--- config.mk ---
export PLATFORM = sky130hd
export DESIGN_NAME = ovh_byte_monitor
export DESIGN_NICKNAME = d
export VERILOG_FILES = /design/src/rtl/ovh_mon_pkg.sv /design/src/rtl/ovh_persist_filter.sv /design/src/rtl/ovh_value_store.sv /design/src/rtl/ovh_delta_irq.sv /design/src/rtl/ovh_byte_monitor.sv
export SDC_FILE = /design/constraint.sdc
export NUM_CORES = 1
export LEC_CHECK = 0
export ABC_CLOCK_PERIOD_IN_PS = 5650
export BUFFER_PORTS_ARGS = -buffer_cell sky130_fd_sc_hd__buf_2
export CORE_MARGIN = 3
export CORE_UTILIZATION = 40
export CTS_CLUSTER_DIAMETER = 60
export DETAILED_ROUTE_END_ITERATION = 12
export PLACE_DENSITY_LB_ADDON = 0.08
export REMOVE_ABC_BUFFERS = 1
export SYNTH_ARGS = -nofsm -noshare
export SYNTH_HDL_FRONTEND = slang
export SYNTH_SLANG_ARGS = --single-unit
export TNS_END_PERCENT = 50
--- constraint.sdc ---
create_clock -name clk -period 5.65 [get_ports clk]
set_input_delay 0.565 -clock clk [delete_from_list [all_inputs] [get_ports clk]]
set_output_delay 0.565 -clock clk [all_outputs]
set_load 0.05 [all_outputs]
--- src/rtl/ovh_mon_pkg.sv ---
package ovh_mon_pkg;

    localparam int BYTE_W = 8;
    localparam int CNT_W  = 4;

    typedef enum logic {
        CLR_ON_WRITE = 1'b0,
        CLR_ON_READ  = 1'b1
    } clr_mode_e;

    // Per-cycle control of the sticky flag
    typedef struct packed {
        logic set;
        logic clr;
    } delta_ctl_t;

    // Clear event for the selected access mode
    function automatic logic clear_event(input clr_mode_e mode, input logic rd,
                                         input logic wr, input logic wbit);
        return (mode == CLR_ON_READ) ? rd : (wr & wbit);
    endfunction

endpackage

--- src/rtl/ovh_persist_filter.sv ---
module ovh_persist_filter #(
    parameter int BYTE_W = ovh_mon_pkg::BYTE_W,
    parameter int CNT_W  = ovh_mon_pkg::CNT_W
) (
    input  logic              clk,
    input  logic              rst,
    input  logic              frame_vld,
    input  logic [BYTE_W-1:0] frame_byte,
    input  logic [CNT_W-1:0]  persist_n,
    input  logic [BYTE_W-1:0] cur_byte,
    output logic              acc_hit,
    output logic [BYTE_W-1:0] acc_value
);
    localparam logic [CNT_W-1:0] RUN_MAX = '1;
    localparam logic [CNT_W-1:0] RUN_ONE = CNT_W'(1);

    typedef struct packed {
        logic              have;
        logic [BYTE_W-1:0] value;
        logic [CNT_W-1:0]  run;
    } cand_t;

    cand_t            cand_q;
    logic             match;
    logic [CNT_W-1:0] run_nxt;
    logic [CNT_W-1:0] limit;

    always_comb begin
        match   = cand_q.have && (frame_byte == cand_q.value);
        run_nxt = RUN_ONE;
        if (match) begin
            run_nxt = (cand_q.run == RUN_MAX) ? RUN_MAX : cand_q.run + RUN_ONE;
        end
        limit     = (persist_n == '0) ? RUN_ONE : persist_n;
        acc_hit   = frame_vld && (run_nxt >= limit) && (frame_byte != cur_byte);
        acc_value = frame_byte;
    end

    always_ff @(posedge clk) begin
        if (rst) begin
            cand_q <= '0;
        end else if (frame_vld) begin
            cand_q.have  <= 1'b1;
            cand_q.value <= frame_byte;
            cand_q.run   <= run_nxt;
        end
    end
endmodule

--- src/rtl/ovh_value_store.sv ---
module ovh_value_store #(
    parameter int BYTE_W = ovh_mon_pkg::BYTE_W
) (
    input  logic              clk,
    input  logic              rst,
    input  logic              acc_hit,
    input  logic [BYTE_W-1:0] acc_value,
    output logic [BYTE_W-1:0] cur_byte,
    output logic [BYTE_W-1:0] prev_byte
);
    typedef struct packed {
        logic [BYTE_W-1:0] cur;
        logic [BYTE_W-1:0] prev;
    } pair_t;

    pair_t pair_q;

    always_ff @(posedge clk) begin
        if (rst) begin
            pair_q <= '0;
        end else if (acc_hit) begin
            pair_q.prev <= pair_q.cur;
            pair_q.cur  <= acc_value;
        end
    end

    assign cur_byte  = pair_q.cur;
    assign prev_byte = pair_q.prev;
endmodule

--- src/rtl/ovh_delta_irq.sv ---
module ovh_delta_irq
    import ovh_mon_pkg::*;
(
    input  logic       clk,
    input  logic       rst,
    input  logic       set_evt,
    input  clr_mode_e  mode,
    input  logic       rd_strobe,
    input  logic       wr_strobe,
    input  logic       wr_bit,
    input  logic       mask,
    output logic       delta,
    output logic       irq
);
    delta_ctl_t ctl;
    logic       delta_q;
    logic       irq_q;

    always_comb begin
        ctl.set = set_evt;
        ctl.clr = clear_event(mode, rd_strobe, wr_strobe, wr_bit);
    end

    always_ff @(posedge clk) begin
        if (rst) begin
            delta_q <= 1'b0;
            irq_q   <= 1'b0;
        end else begin
            // set has priority over a clear in the same cycle
            delta_q <= ctl.set | (delta_q & ~ctl.clr);
            irq_q   <= delta_q & ~mask;
        end
    end

    assign delta = delta_q;
    assign irq   = irq_q;
endmodule

--- src/rtl/ovh_byte_monitor.sv ---
module ovh_byte_monitor
    import ovh_mon_pkg::*;
#(
    parameter int BYTE_W = ovh_mon_pkg::BYTE_W,
    parameter int CNT_W  = ovh_mon_pkg::CNT_W
) (
    input  logic              clk,
    input  logic              rst,
    input  logic              frame_vld,
    input  logic [BYTE_W-1:0] frame_byte,
    input  logic [CNT_W-1:0]  persist_n,
    input  logic              clr_mode,
    input  logic              rd_strobe,
    input  logic              wr_strobe,
    input  logic              wr_bit,
    input  logic              delta_mask,
    output logic [BYTE_W-1:0] cur_byte,
    output logic [BYTE_W-1:0] prev_byte,
    output logic              delta,
    output logic              irq
);
    logic              acc_hit;
    logic [BYTE_W-1:0] acc_value;
    clr_mode_e         mode;

    assign mode = clr_mode_e'(clr_mode);

    ovh_persist_filter #(.BYTE_W(BYTE_W), .CNT_W(CNT_W)) u_filter (
        .clk        (clk),
        .rst        (rst),
        .frame_vld  (frame_vld),
        .frame_byte (frame_byte),
        .persist_n  (persist_n),
        .cur_byte   (cur_byte),
        .acc_hit    (acc_hit),
        .acc_value  (acc_value)
    );

    ovh_value_store #(.BYTE_W(BYTE_W)) u_store (
        .clk       (clk),
        .rst       (rst),
        .acc_hit   (acc_hit),
        .acc_value (acc_value),
        .cur_byte  (cur_byte),
        .prev_byte (prev_byte)
    );

    ovh_delta_irq u_flag (
        .clk       (clk),
        .rst       (rst),
        .set_evt   (acc_hit),
        .mode      (mode),
        .rd_strobe (rd_strobe),
        .wr_strobe (wr_strobe),
        .wr_bit    (wr_bit),
        .mask      (delta_mask),
        .delta     (delta),
        .irq       (irq)
    );
endmodule

==> impl_metrics.ini, run 1 <==
[run_status]
result_of_the_run = finished clean

[timing]
maxClockFrequency_mhz = 319
fin_setup_tns_ps = 0
measured_slew_at_the_worst_slew_check_pin_ps = 1030
worst_hold_slack_ps = 448
timing.final.hold_violations = 0
post-route-period-util = 0.555
rsz_0062_raised_after_global_routing = false
fin_ws_ps = 2510
clock-skew-final_ps = 4.99
finalMaxSlewViolations = 0
worst_slew_margin_rel = 0.313
setup_viol = 0
finalWorstPathRequiredPeriod_ps = 3140

[route]
drt.antenna.violating_nets = 0
drt-initial-drc-count = 62
routedWlPerCell_um = 12.4
first_pass_iters = 4
routed-via-count = 1276
detail_route.wirelength_um = 3140
route.detailed.vias_per_inst = 5.04
detail_route.drc_violations = 0

[place]
gp_congestion = 0.782
postPlaceCellArea_mm2 = 0.00182
hpwlAfterDp_um = 2360
io_buffer_count = 37
post_placement_setup_slack_ps = 2240

[worst_setup_path]
crit_type = in2reg
timing.critical_path.cells = buf_2 -> xor2_1 -> nor4_1 -> nand3_1 -> nor3_1 -> ha_1 -> o21a_1 -> o21ai_0 -> a211oi_4 -> mux2i_1
cp_capture_type = register
critical-path-slowest-cell = a211oi_4
cp-start-kind = input pin
timing.critical_path.buf_inv = 1
crit_arrival_ps = 3340
critical_path.max_fanout = 15
crit_family = compound AO/OA/AOI/OAI gates
timing.critical_path.slowest_cell_delay_ps = 850
crit_required_ps = 5860

[global_routing]
total_grt_usage = 0.137
grt_start_max_net_pins = 41
first_global_vias = 1217
global_route.overflow_total = 0
grt_pass1_wl_um = 5520
grt_antenna_before_repair = 0

[cells_and_area]
flow.area_growth_from_synthesis_pct = 21.0
final.fill_count = 369
finish.instance_area_mm2 = 0.00195
antennaDiodeCount = 0
design.final.nets = 229
final_layout_size_suffix_gt1_frac = 0.244

[pwr]
vdd.ir_drop.worst_mv = 0.138
powerDensity_mw_per_mm2 = 278
power.static_leakage_uw = 0.000869

[clocking]
cts.sink_count = 31
clock_tree.root_cell = clkbuf_8
clkSlewWorstSetupHoldPaths_ps = 70
tritoncts = yes
post_cts.resized_instances = 0
cts_hold_buf = 0
cts_buffer_depth = 2
tritoncts.num_buffers = 5
cts_post_setup_buffers_inserted = 0
clkLatencyLatePin_ps = 270
htreeDepth = 2

[synthesis]
ys_seq_area_frac = 0.384
count_of_flip_flops_with_a_built_in_enable_after_synthesis = 0
synth_cell_types = 36
yosysWarningCount = 0
asyncSetResetFlopFracSynth = 0
netlist_instances = 167
postSynthRegisterBits = 31
post_synth.cell_area_avg_um2 = 9.67
flip_flop_cell_with_the_highest_count_after_synthesis = dfxtp_1
mappedNetlistArea_mm2 = 0.00162

[floorplanning]
area_of_the_die_mm2 = 0.00484
floorplan.die.height_um = 69.5
initial_utilization = 0.428
die_w_um = 69.5
pin_count = 38
core_area_mm2 = 0.00377
core.rowCount = 22

[job]
cap_violations = 0

[worst_hold_path]
timing.hold.worst.class = in2reg
[per-stage QoR]
step / cells / util / total power, µW
2_1_floorplan: 160 / - / 269
6_report: 253 / 0.518 / 543
3_3_place_gp: 245 / 0.483 / 290
3_5_place_dp: 245 / 0.483 / 292
5_1_grt: 253 / 0.518 / 566
4_1_cts: 253 / 0.518 / 550
[cell type report]
cell class                      count  area [µm²]  area share
Multi-Input combinational cell    124         937       0.480
Sequential cell                    31         621       0.318
Timing Repair Buffer               37         185      0.0948
Clock buffer                        6        72.6      0.0371
Clock inverter                      2        60.1      0.0307
Tap cell                           48        60.1      0.0307
Inverter                            5        18.8     0.00960
[cell usage in the layout (no fill, tap or decap), types with 4 or more instances in the layout]
| cell type | netlist | final |
|---|---|---|
| buf_2 | 1 | 37 |
| dfxtp_1 | 31 | 31 |
| mux2i_1 | 24 | 24 |
| nand2b_1 | 24 | 24 |
| xor2_1 | 15 | 15 |
| nor2_1 | 15 | 15 |
| inv_1 | 5 | 5 |
| ha_1 | 5 | 5 |
| clkbuf_8 | 0 | 5 |
| nand2_1 | 4 | 4 |
[synth_stat cells (2+ instances only)]
cell type  number  area share
nand2_1         4      0.0093
a31oi_1         3       0.012
a21oi_1         3      0.0093
ha_1            5       0.039
mux2i_1        24        0.15
dfxtp_1        31        0.38
nor3_1          3      0.0093
clkbuf_1        5       0.012
o21ai_0         2      0.0062
nand2b_1       24       0.093
xor2_1         15       0.081
nor2b_1         2      0.0077
nor4_2          2       0.015
nor2_1         15       0.035
nor4_1          2      0.0077
and3_1          2      0.0077
nor3b_1         2      0.0093
inv_1           5       0.012
[final timing paths]
path	startpoint	depth (start not counted)	slack, ps	endpoint
setup / recovery	frame_byte[1]	10	2510	u_store.cur_byte[4]
hold / removal	delta_mask	2	450	u_flag.irq
setup reg to reg	u_filter.cand_q[5]	9	2630	u_store.cur_byte[4]
hold reg to reg	u_store.prev_byte[2]	2	470	u_store.prev_byte[2]
[power by group]
group / internal, µW / switching [µW]
Clock: 176 / 80.1
Combinational: 24.1 / 33.8
Sequential: 225 / 4.29
[state kept, by name, indices dropped and copies added, names as in the netlist]
register,cells
u_flag.delta,1
u_flag.irq,1
u_store.prev_byte,8
u_store.cur_byte,8
u_filter.cand_q,13
[per-layer routing]
metal  part of all wire  vias to the layer above  GRT usage
met3              0.047                        4     0.0406
met2               0.47                       30      0.216
met4             0.0092                        0     0.0390
met5                  0                        -          0
met1               0.47                      591      0.182
li1                   -                      651          -
[cells by family (layout without fill, tap and decap cells)]
kind of cell / Yosys count / in the layout / share of synthesized area
simple gates: 61 / 61 / 0.215
xor+xnor: 16 / 16 / 0.0868
fa+ha+maj: 5 / 5 / 0.0387
compound gates: 18 / 18 / 0.0906
mux: 24 / 24 / 0.149
flops: 31 / 31 / 0.384
buf+inv: 12 / 50 / 0.0356
[worst reg2reg max path: cells and delay by family (launching register included)]
family | cells | cell delay, ps
adder cells (fa/ha/maj) | 1 | 160
multiplexers | 1 | 270
AO/OA/AOI/OAI | 3 | 1090
XOR/XNOR | 1 | 160
flip-flops | 1 | 320
AND/OR/NAND/NOR | 3 | 940
(Power assumes the default switching activity.)
==> run 2, diff against run 1 <==
--- a/config.mk
+++ b/config.mk
@@ -5,7 +5,7 @@
 export SDC_FILE = /design/constraint.sdc
 export NUM_CORES = 1
 export LEC_CHECK = 0
-export ABC_CLOCK_PERIOD_IN_PS = 5650
+export ABC_CLOCK_PERIOD_IN_PS = 3000
 export BUFFER_PORTS_ARGS = -buffer_cell sky130_fd_sc_hd__buf_2
 export CORE_MARGIN = 3
 export CORE_UTILIZATION = 40
==> constraint.sdc (replaced) <==
create_clock -name clk -period 3 [get_ports clk]
set_input_delay 0.3 -clock clk [delete_from_list [all_inputs] [get_ports clk]]
set_output_delay 0.3 -clock clk [all_outputs]
set_load 0.05 [all_outputs]
==> impl_metrics.ini, run 2 (same netlist as run 1, synthesis figures left out) <==
[run_status]
result_of_the_run = finished clean

[timing]
setup_viol = 0
maxClockFrequency_mhz = 370
finalWorstPathRequiredPeriod_ps = 2700
clock-skew-final_ps = 6.16
post-route-period-util = 0.900
rsz_0062_raised_after_global_routing = false
worst_slew_margin_rel = 0.621
measured_slew_at_the_worst_slew_check_pin_ps = 568
finalMaxSlewViolations = 0
fin_setup_tns_ps = 0
timing.final.hold_violations = 0
worst_hold_slack_ps = 181

[floorplanning]
core.rowCount = 22
die_w_um = 69.5
floorplan.die.height_um = 69.5
pin_count = 38
core_area_mm2 = 0.00377
area_of_the_die_mm2 = 0.00484
initial_utilization = 0.428

[cells_and_area]
antennaDiodeCount = 0
multiInputGateArea_um2 = 937
design.final.nets = 234
registers.top_by_ff_count = u_filter.cand_q
largest_register_ffs = 13
mostFrequentLayoutCells = 37 x buf_2, 31 x dfxtp_1, 24 x mux2i_1, 24 x nand2b_1
mostFrequentLayoutCell = buf_2
layout.cells.non_filler = 258
final_layout_size_suffix_gt1_frac = 0.262
seq_area_um2 = 621
final_core_util = 0.519
finish.instance_area_mm2 = 0.00196
flow.area_growth_from_synthesis_pct = 21.1
final.fill_count = 373

[route]
first_pass_iters = 4
drt-initial-drc-count = 52
detail_route.drc_violations = 0
routed-via-count = 1276
drt.antenna.violating_nets = 0
route.detailed.vias_per_inst = 4.95
detail_route.wirelength_um = 3110
routedWlPerCell_um = 12.1

[global_routing]
grtUsageMet1 = 0.172
total_grt_usage = 0.135
grt_util_met2 = 0.228
use_met3 = 0.0362
first_global_vias = 1212
grt_most_used_layer = met2
grt_pass1_wl_um = 5460
grt_antenna_before_repair = 0
global_route.overflow_total = 0
grt_start_max_net_pins = 41

[clocking]
cts_buffer_depth = 2
post_cts.resized_instances = 0
htreeDepth = 2
tritoncts = yes
clock_tree.root_cell = clkbuf_8
cts.sink_count = 31
cts_hold_buf = 0
tritoncts.num_buffers = 5
clkLatencyLatePin_ps = 270
clkSlewWorstSetupHoldPaths_ps = 70

[worst_hold_path]
hold-path-endpoint = u_flag.irq
hold_path_start = delta_mask
hold-path-cell-count = 2
timing.hold.worst.class = in2reg

[pwr]
seqPwrFrac = 0.504
powerDensity_mw_per_mm2 = 437
combPwrFrac = 0.130
power.static_leakage_uw = 0.000873
netSwitchingFraction = 0.259
clockPowerShare = 0.365
internal_power_uw = 633
vdd.ir_drop.worst_mv = 0.301
p_sw_uw = 221

[worst_setup_path]
timing.critical_path.slowest_cell_delay_ps = 520
critical-path-slowest-cell = a2111oi_2
crit_required_ps = 3160
rrSetupSlack_ps = 300
timing.critical_path.cells = xor2_1 -> nor4_1 -> buf_4 -> nand3_1 -> buf_4 -> nor2b_1 -> ha_1 -> nand2b_1 -> a2111oi_2 -> a211oi_4 -> buf_12 -> mux2i_1
crit_type = reg2reg
cp_capture_type = register
crit_family = simple AND/OR/NAND/NOR gates
timing.critical_path.buf_inv = 3
worstRegToRegCells = 12
cp-start-kind = register
path_common_cell = buf_4
crit-reg2reg-capture = u_store.prev_byte[3]
crit_arrival_ps = 2860
critical_path.max_fanout = 15
r2r_start = u_filter.cand_q[9]

[place]
gp_congestion = 0.809
dp.cells = 249
hpwlAfterDp_um = 2340
io_buffer_count = 37
postPlaceCellArea_mm2 = 0.00185

[job]
cap_violations = 0
-- run 2: cell types whose count changed in the layout (fill, tap and decap cells not counted), sizes merged --
cell      previous run  this run
clkinv               0         1
bufinv               2         0
buf                 37        42
clkinvlp             0         1
-- run 2: layer usage --
layer / wire length (µm) / vias up
li1: - / 662
met1: 1450 / 580
met2: 1470 / 30
met3: 154 / 4
met4: 27 / 0
met5: 0 / -
-- run 2: metrics by stage --
step	setup WS, ps	power [µW]
final	299	854
after global routing	27.3	905
after CTS	78.8	867
after global placement	42.1	549
after floorplan	461	507
after detailed placement	-50.4	552
-- run 2: timing repair --
| action | CTS | global route |
|---|---|---|
| setup buffers | 0 | 1 |
| endpoints found under the setup margin | 0 | 15 |
| hold endpoints to repair | 0 | 0 |
-- run 2: worst register-to-register path, delay by kind of cell (launching register included) --
family	cells	cell delay [ps]
AND/OR/NAND/NOR	4	640
AO/OA/AOI/OAI	2	590
buffers and inverters	3	510
flip-flops	1	320
adder cells (fa/ha/maj)	1	230
XOR/XNOR	1	180
multiplexers	1	130
-- run 2: worst max path at each step --
| stage | startpoint | depth (start not counted) | end | slack [ps] |
|---|---|---|---|---|
| after CTS | u_filter.cand_q[9] | 10 | u_store.prev_byte[6] | 80 |
| after global placement | frame_byte[1] | 11 | u_store.prev_byte[2] | 40 |
| final | u_filter.cand_q[9] | 12 | u_store.prev_byte[3] | 300 |
| after detailed placement | frame_byte[1] | 11 | u_store.prev_byte[6] | -50 |
| after floorplan | frame_byte[1] | 9 | u_store.cur_byte[0] | 460 |
| after global routing | u_filter.cand_q[9] | 12 | u_store.prev_byte[1] | 30 |
-- run 2: area by class of cell --
class	instances	area share
inverters	5	0.00959
well taps	48	0.0307
multi-input cells	124	0.479
repair buffers	42	0.120
clock inverters	2	0.00639
flip-flops and latches	31	0.317
clock buffers	6	0.0371
-- run 2: power by group through the flow --
stage	sequential [µW]	combinational (µW)	clock, µW
floorplan	450	57.8	0
detailed placement	440	111	0
finish	431	111	312
CTS	431	112	324
global route	432	124	349
global placement	440	110	0
